File: src/rtl/irq_arb_pkg.sv
package irq_arb_pkg;

  typedef enum logic [2:0] {
    SEL_MPEND = 3'd0,
    SEL_MEN   = 3'd1,
    SEL_DELEG = 3'd2,
    SEL_SPEND = 3'd3,
    SEL_SEN   = 3'd4
  } view_sel_e;

  localparam logic [1:0] PRIV_U = 2'd0;
  localparam logic [1:0] PRIV_S = 2'd1;
  localparam logic [1:0] PRIV_M = 2'd3;

  // interrupt bit positions; the cause code is the bit index
  localparam int unsigned B_SSW  = 1;
  localparam int unsigned B_MSW  = 3;
  localparam int unsigned B_STM  = 5;
  localparam int unsigned B_MTM  = 7;
  localparam int unsigned B_SEXT = 9;
  localparam int unsigned B_MEXT = 11;
  localparam int unsigned B_COP  = 12;

endpackage

File: src/rtl/irq_view_regs.sv
module irq_view_regs
  import irq_arb_pkg::*;
#(
  parameter int unsigned NIRQ = 16
) (
  input  logic            clk,
  input  logic            rst_n,
  input  logic            csr_we,
  input  logic [2:0]      csr_wsel,
  input  logic [NIRQ-1:0] csr_wdata,
  input  logic [2:0]      csr_rsel,
  input  logic [NIRQ-1:0] pend_full,
  output logic [NIRQ-1:0] swpend_q,
  output logic [NIRQ-1:0] en_q,
  output logic [NIRQ-1:0] deleg_q,
  output logic [NIRQ-1:0] csr_rdata
);

  localparam logic [NIRQ-1:0] SWP_MSK = (NIRQ'(1) << B_SSW) | (NIRQ'(1) << B_STM);
  localparam logic [NIRQ-1:0] DLG_MSK = SWP_MSK | (NIRQ'(1) << B_SEXT) | (NIRQ'(1) << B_COP);
  localparam logic [NIRQ-1:0] EN_MSK  = DLG_MSK | (NIRQ'(1) << B_MSW) | (NIRQ'(1) << B_MTM);

  logic [NIRQ-1:0] swpend_d, en_d, deleg_d;
  logic [NIRQ-1:0] sp_msk, se_msk;
  view_sel_e       wsel, rsel;

  assign wsel   = view_sel_e'(csr_wsel);
  assign rsel   = view_sel_e'(csr_rsel);
  assign sp_msk = SWP_MSK & deleg_q;
  assign se_msk = EN_MSK & deleg_q;

  always_comb begin
    swpend_d = swpend_q;
    en_d     = en_q;
    deleg_d  = deleg_q;
    case (wsel)
      SEL_MPEND: swpend_d = (swpend_q & ~SWP_MSK) | (csr_wdata & SWP_MSK);
      SEL_MEN:   en_d     = (en_q & ~EN_MSK) | (csr_wdata & EN_MSK);
      SEL_DELEG: deleg_d  = (deleg_q & ~DLG_MSK) | (csr_wdata & DLG_MSK);
      SEL_SPEND: swpend_d = (swpend_q & ~sp_msk) | (csr_wdata & sp_msk);
      SEL_SEN:   en_d     = (en_q & ~se_msk) | (csr_wdata & se_msk);
      default: ;
    endcase
  end

  always_ff @(posedge clk or negedge rst_n) begin
    if (!rst_n) begin
      swpend_q <= '0;
      en_q     <= '0;
      deleg_q  <= '0;
    end else if (csr_we) begin
      swpend_q <= swpend_d;
      en_q     <= en_d;
      deleg_q  <= deleg_d;
    end
  end

  always_comb begin
    case (rsel)
      SEL_MPEND: csr_rdata = pend_full;
      SEL_MEN:   csr_rdata = en_q;
      SEL_DELEG: csr_rdata = deleg_q;
      SEL_SPEND: csr_rdata = pend_full & deleg_q;
      SEL_SEN:   csr_rdata = en_q & deleg_q;
      default:   csr_rdata = '0;
    endcase
  end


  idle_hold_chk: assert property (@(posedge clk) disable iff (!rst_n)
    !csr_we |=> ($stable(en_q) && $stable(deleg_q) && $stable(swpend_q)));


  sen_deleg_only_chk: assert property (@(posedge clk) disable iff (!rst_n)
    (csr_we && wsel == SEL_SEN) |=> (((en_q ^ $past(en_q)) & ~$past(deleg_q)) == '0));


  spend_deleg_only_chk: assert property (@(posedge clk) disable iff (!rst_n)
    (csr_we && wsel == SEL_SPEND) |=> (((swpend_q ^ $past(swpend_q)) & ~$past(deleg_q)) == '0));

endmodule

File: src/rtl/irq_msip_reg.sv
module irq_msip_reg #(
  parameter int unsigned OFF_W = 4
) (
  input  logic             clk,
  input  logic             rst_n,
  input  logic             st_valid,
  input  logic [OFF_W-1:0] st_off,
  input  logic [7:0]       st_byte,
  output logic             msip_q
);

  logic hit;
  logic msip_d;
  logic byte_unused;

  assign hit         = st_valid && (st_off == '0);
  assign byte_unused = ^st_byte[7:1];

  always_comb begin
    msip_d = msip_q;
    if (hit) msip_d = st_byte[0];
  end

  always_ff @(posedge clk or negedge rst_n) begin
    if (!rst_n)   msip_q <= 1'b0;
    else if (hit) msip_q <= msip_d;
  end


  msip_hold_chk: assert property (@(posedge clk) disable iff (!rst_n)
    !(st_valid && st_off == '0) |=> $stable(msip_q));


  msip_load_chk: assert property (@(posedge clk) disable iff (!rst_n)
    (st_valid && st_off == '0) |=> (msip_q == $past(st_byte[0])));

endmodule

File: src/rtl/irq_pick.sv
module irq_pick
  import irq_arb_pkg::*;
#(
  parameter int unsigned NIRQ = 16,
  parameter int unsigned XLEN = 32
) (
  input  logic            clk,
  input  logic            rst_n,
  input  logic [NIRQ-1:0] active,
  input  logic [NIRQ-1:0] deleg,
  input  logic [1:0]      priv,
  input  logic            m_glb_en,
  input  logic            s_glb_en,
  input  logic            insn_bound,
  output logic            irq_take,
  output logic [XLEN-1:0] irq_cause
);

  localparam int unsigned IDX_W = $clog2(NIRQ);

  logic            m_ok, s_ok;
  logic [NIRQ-1:0] elig;
  logic [IDX_W-1:0] idx;

  assign m_ok = (priv < PRIV_M) || ((priv == PRIV_M) && m_glb_en);
  assign s_ok = (priv < PRIV_S) || ((priv == PRIV_S) && s_glb_en);

  for (genvar g = 0; g < NIRQ; g++) begin : g_elig
    assign elig[g] = active[g] && (deleg[g] ? s_ok : m_ok);
  end

  always_comb begin
    idx = '0;
    for (int i = NIRQ - 1; i >= 0; i--) begin
      if (elig[i]) idx = IDX_W'(i);
    end
  end

  assign irq_take  = insn_bound && (|elig);
  assign irq_cause = irq_take ? ({1'b1, {(XLEN-1){1'b0}}} | XLEN'(idx)) : '0;


  lowest_wins_chk: assert property (@(posedge clk) disable iff (!rst_n)
    irq_take |-> ((elig & (~elig + NIRQ'(1))) == (NIRQ'(1) << irq_cause[IDX_W-1:0])));


  mlevel_rule_chk: assert property (@(posedge clk) disable iff (!rst_n)
    (irq_take && !deleg[irq_cause[IDX_W-1:0]]) |-> (priv != PRIV_M || m_glb_en));


  slevel_rule_chk: assert property (@(posedge clk) disable iff (!rst_n)
    (irq_take && deleg[irq_cause[IDX_W-1:0]]) |->
      (priv == PRIV_U || (priv == PRIV_S && s_glb_en)));


  cause_flag_chk: assert property (@(posedge clk) disable iff (!rst_n)
    irq_take |-> irq_cause[XLEN-1]);

endmodule

File: src/rtl/irq_arbiter.sv
module irq_arbiter
  import irq_arb_pkg::*;
#(
  parameter int unsigned NIRQ  = 16,
  parameter int unsigned XLEN  = 32,
  parameter int unsigned OFF_W = 4
) (
  input  logic             clk,
  input  logic             rst_n,
  input  logic             csr_we,
  input  logic [2:0]       csr_wsel,
  input  logic [NIRQ-1:0]  csr_wdata,
  input  logic [2:0]       csr_rsel,
  output logic [NIRQ-1:0]  csr_rdata,
  input  logic             msip_st_valid,
  input  logic [OFF_W-1:0] msip_st_off,
  input  logic [7:0]       msip_st_byte,
  input  logic             mtimer_irq,
  input  logic             mext_irq,
  input  logic             sext_irq,
  input  logic             cop_irq,
  input  logic [1:0]       priv,
  input  logic             m_glb_en,
  input  logic             s_glb_en,
  input  logic             insn_bound,
  output logic             irq_take,
  output logic [XLEN-1:0]  irq_cause
);

  logic [NIRQ-1:0] swpend_q, en_q, deleg_q, pend_full;
  logic            msip_q;

  always_comb begin
    pend_full         = swpend_q;
    pend_full[B_MSW]  = msip_q;
    pend_full[B_MTM]  = mtimer_irq;
    pend_full[B_SEXT] = sext_irq;
    pend_full[B_MEXT] = mext_irq;
    pend_full[B_COP]  = cop_irq;
  end

  irq_view_regs #(.NIRQ(NIRQ)) u_regs (
    .clk       (clk),
    .rst_n     (rst_n),
    .csr_we    (csr_we),
    .csr_wsel  (csr_wsel),
    .csr_wdata (csr_wdata),
    .csr_rsel  (csr_rsel),
    .pend_full (pend_full),
    .swpend_q  (swpend_q),
    .en_q      (en_q),
    .deleg_q   (deleg_q),
    .csr_rdata (csr_rdata)
  );

  irq_msip_reg #(.OFF_W(OFF_W)) u_msip (
    .clk      (clk),
    .rst_n    (rst_n),
    .st_valid (msip_st_valid),
    .st_off   (msip_st_off),
    .st_byte  (msip_st_byte),
    .msip_q   (msip_q)
  );

  irq_pick #(.NIRQ(NIRQ), .XLEN(XLEN)) u_pick (
    .clk        (clk),
    .rst_n      (rst_n),
    .active     (pend_full & en_q),
    .deleg      (deleg_q),
    .priv       (priv),
    .m_glb_en   (m_glb_en),
    .s_glb_en   (s_glb_en),
    .insn_bound (insn_bound),
    .irq_take   (irq_take),
    .irq_cause  (irq_cause)
  );


  line_passthru_chk: assert property (@(posedge clk) disable iff (!rst_n)
    (csr_rsel == 3'd0) |-> (csr_rdata[B_MTM] == mtimer_irq && csr_rdata[B_MEXT] == mext_irq));


  reset_quiet_chk: assert property (@(posedge clk)
    $rose(rst_n) |-> (en_q == '0 && deleg_q == '0 && !msip_q));

endmodule

File: config.mk
export PLATFORM = sky130hd
export DESIGN_NAME = irq_arbiter
export DESIGN_NICKNAME = d
export VERILOG_FILES = /design/src/rtl/irq_arb_pkg.sv /design/src/rtl/irq_view_regs.sv /design/src/rtl/irq_msip_reg.sv /design/src/rtl/irq_pick.sv /design/src/rtl/irq_arbiter.sv
export SDC_FILE = /design/constraint.sdc
export NUM_CORES = 1
export LEC_CHECK = 0
export BUFFER_PORTS_ARGS = -buffer_cell sky130_fd_sc_hd__clkbuf_2
export CAP_MARGIN = 20
export CORE_MARGIN = 5
export CORE_UTILIZATION = 30
export CTS_BUF_LIST = sky130_fd_sc_hd__clkbuf_8 sky130_fd_sc_hd__clkbuf_16
export CTS_CLUSTER_DIAMETER = 40
export CTS_CLUSTER_SIZE = 40
export DETAILED_ROUTE_END_ITERATION = 16
export PLACE_DENSITY = 0.63
export SYNTH_ARGS = -nofsm -noshare
export SYNTH_HDL_FRONTEND = slang
export SYNTH_SLANG_ARGS = --single-unit
File: constraint.sdc
create_clock -name clk -period 1.65 [get_ports clk]
set_clock_uncertainty 0.2 [all_clocks]
set_input_delay 0.0825 -clock clk [delete_from_list [all_inputs] [get_ports clk]]
set_output_delay 0.0825 -clock clk [all_outputs]
set_load 0.02 [all_outputs]
==> reports/metrics.yaml, run 1 <==
status: "finished with violations"
violations: "setup timing"
rsz0062_at_grt: "yes"
yosysTopAreaCell: "dfrtp_1"
dpl.hpwl_mm: 2.63
vias: 1202
syn-cell-area_mm2: 0.00125
pre_cts_ws_ns: -0.0203
synthDominantCellAreaShare: 0.259
dpl_cell_area_mm2: 0.00151
yosysMostFrequentCell: "buf_4"
dp.cells: 243
rows: 23
finalCritPeriodShare: 1.14
grt_use_total: 0.122
hold_ws_ns: 0.0653
synth_ff_type: "dfrtp_1"
ir_drop_mv: 0.459
startpoint: "u_msip.msip_q"
drt_iter0_markers: 28
antenna_cells: 0
area_growth_pct: 47.3
p_leak_nw: 0.867
synth_cell_types: 33
cp-start-kind: "flip-flop"
timing.rr.start: "u_regs.deleg_q[1]"
routed_wl_mm: 3.39
crit_required_ns: 1.37
wire_per_inst_um: 12.8
slowest_stage: "dfrtp_1"
drv_slew: 0
nets: 263
grt_pass1_vias: 1151
path_class: "reg2out"
cts-root-buf: "clkbuf_8"
synth-edff-count: 0
antenna_found_initial: 0
cts.sinks: 13
max_stage_delay_ns: 0.38
initial_core_util: 0.311
grt_max_degree: 14
coreArea_mm2: 0.00403
clkSlewWorstSetupHoldPaths_ns: 0.06
synth_common_cells: "buf_4, dfrtp_1, mux2_2, nand2_1, a21oi_1"
fmax_ghz: 0.531
hold_viol_final: 0
synth_warnings: 0
yosys_register_bits: 13
routabilityCongestion: 0.847
p_per_area_mw_per_mm2: 881
stdcell_area_mm2: 0.00185
io_buffers: 42
cts_tree: "built"
viasPerCell: 4.54
instances_no_fill: 265
min_path_type: "in2async"
setup_viol: 7
cts_buffer_depth: 2
drive_gt1_frac: 0.423
grt.overflow.total: 0
clkLatencyLatePin_ns: 0.25
path_cells: "and2_4 > a41oi_4 > a31oi_4 > buf_4 > o21a_1 > clkbuf_8"
die_w_um: 74.7
fin_ws_ns: -0.233
total_power_mw: 1.63
arrival_ns: 1.60
reg2reg_depth: 4
syn_inst: 140
htree_levels: 1
maxCapViolations: 0
die_area_mm2: 0.00558
cts_buffers: 3
grt_pass1_wl_mm: 5.21
endpoint_kind: "output port"
crit_path_max_fanout: 2
first_pass_iters: 4
syn_avg_cell_area_um2: 8.96
drc: 0
post-route-min-period_ns: 1.88
ios: 96
seq_area_frac_synth: 0.259
ant_nets: 0
synth-async-reset-ratio: 1.00
die_y_um: 74.7
synth_area_leaders: "dfrtp_1, buf_4, mux2_2"
[per-layer routing]
metal,routed length (µm),vias up,track usage
met1,1420,550,0.155
met2,1580,59,0.202
met3,328,5,0.0214
met5,0,-,0
met4,59,0,0.0534
li1,-,588,-
[path summary, 6_finish.rpt]
check | slack (ns) | to
setup / recovery | -0.23 | irq_cause[0]
hold reg to reg | 0.41 | flip-flop
max in group asynchronous | 0.94 | u_regs.deleg_q[5]
setup reg to reg | 0.23 | flip-flop
hold / removal | 0.07 | async pin
min in group clk | 0.08 | u_regs.deleg_q[12]
[kinds of logic (layout without fill, tap and decap cells)]
kind of cell	after synthesis	after routing	synth area share
simple gates	42	42	0.201
mux	19	19	0.165
compound gates	25	25	0.140
buf+inv	40	80	0.232
flops	13	13	0.259
other cells	1	36	0.00299
[cell type report]
| cell class | instances | area (µm²) |
|---|---|---|
| Tap cell | 50 | 62.6 |
| Clock inverter | 1 | 5.00 |
| Sequential cell | 13 | 325 |
| Multi-Input combinational cell | 122 | 862 |
| Timing Repair Buffer | 76 | 552 |
| Clock buffer | 3 | 41.3 |
| Fill cell | 396 | 2180 |
[per-stage QoR]
step                 util   TNS [ns]
global route        0.459      -2.01
detailed placement  0.374    -0.0400
global placement    0.374          0
floorplan               -  -0.000628
finish              0.459      -1.15
CTS                 0.439      -1.20
[cells in the final DEF (no fill, tap or decap), drive strengths merged]
cell type,n
buf,29
o31a,1
and3b,1
dfrtp,13
o21a,1
nor2b,2
a31oi,6
and2,1
nand2b,5
nor3,3
nor2,5
conb,36
o21ai,5
nand3,6
nor4,1
and4bb,1
o2111ai,1
a21oi,7
nor3b,2
nor4b,2
mux2,13
o221a,1
dlygate4sd3,13
clkbuf,37
nand2,8
and4,1
clkinv,1
nand3b,4
o32ai,2
mux2i,6
a41oi,1
[critical path: cells and delay by family, from the launching register on]
kind / cells / cell delay (ns)
flip-flops: 1 / 0.38
AO/OA/AOI/OAI: 3 / 0.49
buffers and inverters: 2 / 0.30
AND/OR/NAND/NOR: 1 / 0.18
[power breakdown]
group | internal, mW | leakage [nW] | switching, mW
combinational | 0.443 | 0.686 | 0.409
sequential | 0.398 | 0.155 | 0.0879
clock | 0.167 | 0.0255 | 0.123
[repair_timing]
action / CTS / global route
cloned: 0 / 0
setup buffers: 3 / 3
gates resized for setup: 19 / 22
hold endpoints to repair: 26 / 0
hold buffers: 13 / 0
endpoints found under the setup margin: 9 / 10
pin swaps: 6 / 8
(Power assumes the default switching activity.)
==> run 2: changes to the inputs <==
--- a/config.mk
+++ b/config.mk
@@ -13,7 +13,7 @@
 export CTS_CLUSTER_DIAMETER = 40
 export CTS_CLUSTER_SIZE = 40
 export DETAILED_ROUTE_END_ITERATION = 16
-export PLACE_DENSITY = 0.63
+export PLACE_DENSITY = 0.66
 export SYNTH_ARGS = -nofsm -noshare
 export SYNTH_HDL_FRONTEND = slang
 export SYNTH_SLANG_ARGS = --single-unit
==> constraint.sdc (replaced) <==
create_clock -name clk -period 1.6 [get_ports clk]
set_clock_uncertainty 0.2 [all_clocks]
set_input_delay 0.08 -clock clk [delete_from_list [all_inputs] [get_ports clk]]
set_output_delay 0.08 -clock clk [all_outputs]
set_load 0.02 [all_outputs]
==> reports/metrics.yaml, run 2 (same netlist as run 1, synthesis figures left out) <==
p_sw_frac: 0.376  # -0.00499
setup_viol: 10  # +3
routabilityCongestion: 0.766  # -9.5%
pwr-share-clk: 0.175  # -0.003
cts_buffers: 3  # unchanged
drive_gt1_frac: 0.421  # -0.00196
fmax_ghz: 0.536
layout_common_cells: "conb_1, clkbuf_2, buf_4"
post-route-min-period_ns: 1.86
instances_no_fill: 266  # +0.38%
power_switching_mw: 0.628  # +1.4%
power_frac_seq: 0.296  # -0.002
cp-start-kind: "flip-flop"
area_growth_pct: 46.2
htree_levels: 1  # unchanged
finalCritPeriodShare: 1.17
rows: 23  # unchanged
die_y_um: 74.7  # unchanged
cts_buffer_depth: 2  # unchanged
grt_use_met3: 0.0280  # +0.00668
drt_iter0_markers: 20  # -29%
reg2reg_depth: 4  # unchanged
initial_core_util: 0.311  # unchanged
io_buffers: 42  # unchanged
crit_required_ns: 1.32  # -0.05 ns
met1_usage: 0.161  # +0.00613
drc: 0  # unchanged
antenna_cells: 0  # unchanged
first_pass_iters: 4  # unchanged
clkLatencyLatePin_ns: 0.24  # about the same
routed_wl_mm: 3.38  # -0.32%
met2_usage: 0.191  # -0.0107
cp_top_family: "compound AO/OA/AOI/OAI gates"
busiest_layer: "met2"
cts_tree: "built"
total_power_mw: 1.67  # +2.8%
status: "finished with violations"
cp_num_buf_inv: 1  # -1
dpl.hpwl_mm: 2.63  # +0.31%
ios: 96  # unchanged
antenna_found_initial: 0  # unchanged
grt_pass1_vias: 1098  # -4.6%
nets: 264  # +0.38%
vias: 1204  # +0.17%
rsz0062_at_grt: "yes"
hold_viol_final: 0  # unchanged
max_stage_delay_ns: 0.39  # about the same
endpoint_kind: "output port"
p_leak_nw: 0.870  # +0.39%
path_cells: "nand3_2 > o32ai_2 > nor2b_2 > o221a_1 > buf_4"
die_w_um: 74.7  # unchanged
final_common_cell: "conb_1"
timing.rr.start: "u_regs.deleg_q[1]"
grt_use_total: 0.121  # -0.000731
viasPerCell: 4.53  # -0.21%
grt.overflow.total: 0  # unchanged
ir_drop_mv: 0.586  # +28%
grt_max_degree: 14  # unchanged
maxCapViolations: 0  # unchanged
cts-root-buf: "clkbuf_8"
drv_slew: 0  # unchanged
crit_path_max_fanout: 3  # +1
coreArea_mm2: 0.00403  # unchanged
die_area_mm2: 0.00558  # unchanged
internal_power_mw: 1.04  # +3.6%
wire_per_inst_um: 12.7  # -0.70%
comb_power_share: 0.529  # +0.006
slowest_stage: "dfrtp_1"
tns_ns: -1.64  # -0.499 ns
violations: "setup timing"
p_per_area_mw_per_mm2: 912  # +3.5%
rrSetupSlack_ns: 0.15  # -0.08 ns
min_path_type: "in2async"
dp.cells: 242  # -0.41%
clkSlewWorstSetupHoldPaths_ns: 0.06  # about the same
cts.sinks: 13  # unchanged
fin_ws_ns: -0.265  # -0.0317 ns
grt_pass1_wl_mm: 5.21  # unchanged
path_class: "reg2out"
ant_nets: 0  # unchanged
arrival_ns: 1.58  # -0.02 ns
## run 2: timing repair
item,CTS,global route
setup buffers,4,3
hold buffers,13,0
hold endpoints to repair,26,0
resized for setup,25,13
endpoints found under the setup margin,10,10
pin swaps,11,7
## run 2: per-layer routing
| metal | up-vias | wire (µm) |
|---|---|---|
| li1 | 590 | - |
| met1 | 548 | 1410 |
| met2 | 58 | 1570 |
| met3 | 8 | 345 |
| met4 | 0 | 55 |
| met5 | - | 0 |
## run 2: how the worst max path moves through the flow
stage / start / to / slack [ns] / cells past startpoint
after global routing: flip-flop / irq_cause[2] / -0.39 / 5
after detailed placement: u_msip.msip_q / irq_cause[31] / -0.04 / 5
final: flip-flop / irq_cause[2] / -0.26 / 5
after global placement: u_msip.msip_q / irq_cause[31] / -0.06 / 5
after CTS: u_msip.msip_q / irq_cause[31] / -0.26 / 5
after floorplan: u_regs.deleg_q[1] / irq_cause[31] / -0.05 / 5
## run 2: per-stage QoR
step,worst slack [ns],hold slack (ns),area [µm²],utilization
final,-0.265,0.0592,1830,0.455
after global routing,-0.387,0.0855,1830,0.455
after CTS,-0.264,0.0661,1780,0.443
after detailed placement,-0.0387,-0.200,1500,0.372
after global placement,-0.0575,-0.208,1500,0.372
after floorplan,-0.0481,-0.416,1410,-
## run 2: final cells by class
cell class                      instances  area, µm²
Tap cell                               50       62.6
Clock buffer                            3       41.3
Fill cell                             388       2190
Clock inverter                          1       5.00
Multi-Input combinational cell        122        837
Sequential cell                        13        325
Timing Repair Buffer                   77        563
## run 2: power groups by stage
stage	combinational (mW)	clock (mW)	sequential (mW)
after floorplan	0.481	0	0.488
after global placement	0.688	0	0.480
after detailed placement	0.699	0	0.484
after CTS	0.839	0.303	0.487
after global routing	0.967	0.319	0.506
final	0.886	0.293	0.494
==> run 3: changes to the inputs <==
--- a/config.mk
+++ b/config.mk
@@ -5,6 +5,7 @@
 export SDC_FILE = /design/constraint.sdc
 export NUM_CORES = 1
 export LEC_CHECK = 0
+export ABC_AREA = 1
 export BUFFER_PORTS_ARGS = -buffer_cell sky130_fd_sc_hd__clkbuf_2
 export CAP_MARGIN = 20
 export CORE_MARGIN = 5
@@ -13,7 +14,8 @@
 export CTS_CLUSTER_DIAMETER = 40
 export CTS_CLUSTER_SIZE = 40
 export DETAILED_ROUTE_END_ITERATION = 16
-export PLACE_DENSITY = 0.66
+export PLACE_DENSITY = 0.65
+export SLEW_MARGIN = 20
 export SYNTH_ARGS = -nofsm -noshare
 export SYNTH_HDL_FRONTEND = slang
 export SYNTH_SLANG_ARGS = --single-unit
==> reports/metrics.yaml, run 3 <==
dp.cells: 282  # +17%
fmax_ghz: 0.600  # +12%
power_switching_mw: 0.583  # -7.2%
cts_tree: "built"
path_cells: "inv_2 > nand2_1 > nand3_2 > nand2_2 > inv_1 > nand2_2 > nand2_2 > nor2_1 > buf_4"
nets: 307  # +16%
fin_ws_ns: -0.0672  # +0.197 ns
instances_no_fill: 309  # +16%
yosysTopAreaCell: "dfrtp_1"
comb_power_share: 0.477  # -0.052
drt_iter0_markers: 23  # +15%
cp_common_cell: "nand2_2"
seq_area_frac_synth: 0.253  # -0.00581
routabilityCongestion: 0.793  # +3.4%
hold_viol_final: 0  # unchanged
synth_area_leaders: "dfrtp_1, buf_4, nand2_1"
maxCapViolations: 0  # unchanged
clkSlewWorstSetupHoldPaths_ns: 0.06  # about the same
status: "finished with violations"
pwr-share-clk: 0.209  # +0.034
min_path_type: "in2async"
cts-root-buf: "clkbuf_8"
clkLatencyLatePin_ns: 0.25  # about the same
met2_usage: 0.217  # +0.0255
synth_warnings: 0  # unchanged
grt.overflow.total: 0  # unchanged
vias: 1322  # +9.8%
area_growth_pct: 36.5
ir_drop_mv: 0.349  # -40%
final_common_cell: "nand2_1"
pre_cts_ws_ns: 0.107  # +0.146 ns
wire_per_inst_um: 11.3  # -11%
yosys_register_bits: 13  # unchanged
die_w_um: 75.4  # +0.99%
cts_buffers: 3  # unchanged
grt_use_total: 0.119  # -0.00241
htree_levels: 1  # unchanged
initial_core_util: 0.314  # +0.00265
grt_pass1_wl_mm: 5.15  # -1.1%
syn_inst: 191  # +36%
synth_ff_type: "dfrtp_1"
cts_buffer_depth: 2  # unchanged
grt_use_met3: 0.0158  # -0.0122
synth-edff-count: 0  # unchanged
io_buffers: 42  # unchanged
synthDominantCellAreaShare: 0.253  # -0.00581
grt_max_degree: 14  # unchanged
die_area_mm2: 0.00569  # +2.0%
violations: "setup timing"
yosysMostFrequentCell: "nand2_1"
post-route-min-period_ns: 1.67  # -0.197 ns
die_y_um: 75.4  # +0.99%
antenna_found_initial: 0  # unchanged
synth_common_cells: "nand2_1, buf_4, inv_1, dfrtp_1, nor2_1"
drv_slew: 0  # unchanged
finalCritPeriodShare: 1.04  # -0.123
ant_nets: 0  # unchanged
p_leak_nw: 0.982  # +13%
cp-start-kind: "flip-flop"
cts.sinks: 13  # unchanged
busiest_layer: "met2"
endpoint_kind: "output port"
first_pass_iters: 4  # unchanged
syn_avg_cell_area_um2: 6.72  # -25%
drive_gt1_frac: 0.320  # -0.101
total_power_mw: 1.43  # -14%
slowest_stage: "dfrtp_1"
crit_required_ns: 1.32  # about the same
rows: 23  # unchanged
path_class: "reg2out"
crit_path_max_fanout: 4  # +1
rsz0062_at_grt: "yes"
met1_usage: 0.134  # -0.0270
viasPerCell: 4.28  # -5.5%
antenna_cells: 0  # unchanged
grt_pass1_vias: 1219  # +11%
coreArea_mm2: 0.00409  # +1.4%
p_sw_frac: 0.408  # +0.0322
p_per_area_mw_per_mm2: 817  # -10%
max_stage_delay_ns: 0.42  # +0.03 ns
drc: 0  # unchanged
dpl.hpwl_mm: 2.73  # +3.6%
synth-async-reset-ratio: 1.00  # unchanged
routed_wl_mm: 3.49  # +3.4%
ios: 96  # unchanged
synth_cell_types: 26  # -21%
power_frac_seq: 0.313  # +0.017
setup_viol: 6  # -4
finish.utilization: 0.429  # -0.0266
syn-cell-area_mm2: 0.00128  # +2.3%
internal_power_mw: 0.847  # -19%
layout_common_cells: "nand2_1, conb_1, clkbuf_2"
arrival_ns: 1.39  # -0.19 ns
[run 3: cell count changes in the layout (fill, tap and decap cells not counted), moves of 6 or more]
cell / delta
nand2_1: +34
inv_1: +20
mux2_2: -9
nand2_2: +8
o211ai_1: +8
nor2_1: +7
buf_4: -6
mux2i_1: -6
[run 3: cells by family after synthesis]
group                  after synthesis  share of synthesized area
buffers and inverters               61                      0.289
AND/OR/NAND/NOR                     85                      0.296
flip-flops                          13                      0.253
AO/OA/AOI/OAI                       31                      0.159
other                                1                    0.00292
[run 3: timing repair]
item | in CTS | in global routing
gates resized for setup | 9 | 32
setup buffers | 8 | 5
hold endpoints to repair | 26 | 0
pin swaps | 2 | 11
hold buffers | 11 | 0
setup endpoints to repair | 6 | 10
[run 3: layer usage]
metal,up-vias,routed length (µm)
met4,0,46
met5,-,0
met3,5,185
met1,598,1360
li1,684,-
met2,35,1900
[run 3: through the flow]
step	hold slack, ns	setup TNS, ns	instance area [µm²]
2_1_floorplan	-0.416	0	1420
3_3_place_gp	-0.205	0	1420
3_5_place_dp	-0.202	0	1420
4_1_cts	0.0642	-0.470	1660
5_1_grt	0.0996	-1.00	1750
6_report	0.0649	-0.274	1750
[run 3: final timing paths]
path                                   start           endpoint  depth (start not counted)  slack (ns)
setup reg to reg           u_regs.deleg_q[1]          flip-flop                          5        0.40
min in group clk                      csr_we          flip-flop                          4        0.07
max in group asynchronous              rst_n  u_regs.deleg_q[5]                          2        0.86
hold / removal                         rst_n          async pin                          2        0.06
setup / recovery           u_regs.deleg_q[9]       irq_cause[2]                          9       -0.07
hold reg to reg               u_regs.en_q[3]     u_regs.en_q[3]                          2        0.32
[run 3: area by class of cell]
| type | count | area (µm²) |
|---|---|---|
| Multi-Input combinational cell | 152 | 753 |
| Clock inverter | 1 | 3.75 |
| Tap cell | 50 | 62.6 |
| Sequential cell | 13 | 327 |
| Timing Repair Buffer | 66 | 472 |
| Fill cell | 435 | 2330 |
| Inverter | 24 | 92.6 |
| Clock buffer | 3 | 41.3 |
[run 3: power groups by stage]
stage,clock (mW),combinational (mW),sequential (mW)
final,0.299,0.683,0.448
after global routing,0.319,0.756,0.455
after CTS,0.305,0.592,0.444
after detailed placement,0,0.495,0.456
after global placement,0,0.487,0.456
after floorplan,0,0.424,0.439
[run 3: critical path: cells and delay by family, from the launching register on]
kind	cells	cell delay (ns)
simple gates	6	0.47
buf+inv	3	0.23
flops	1	0.42
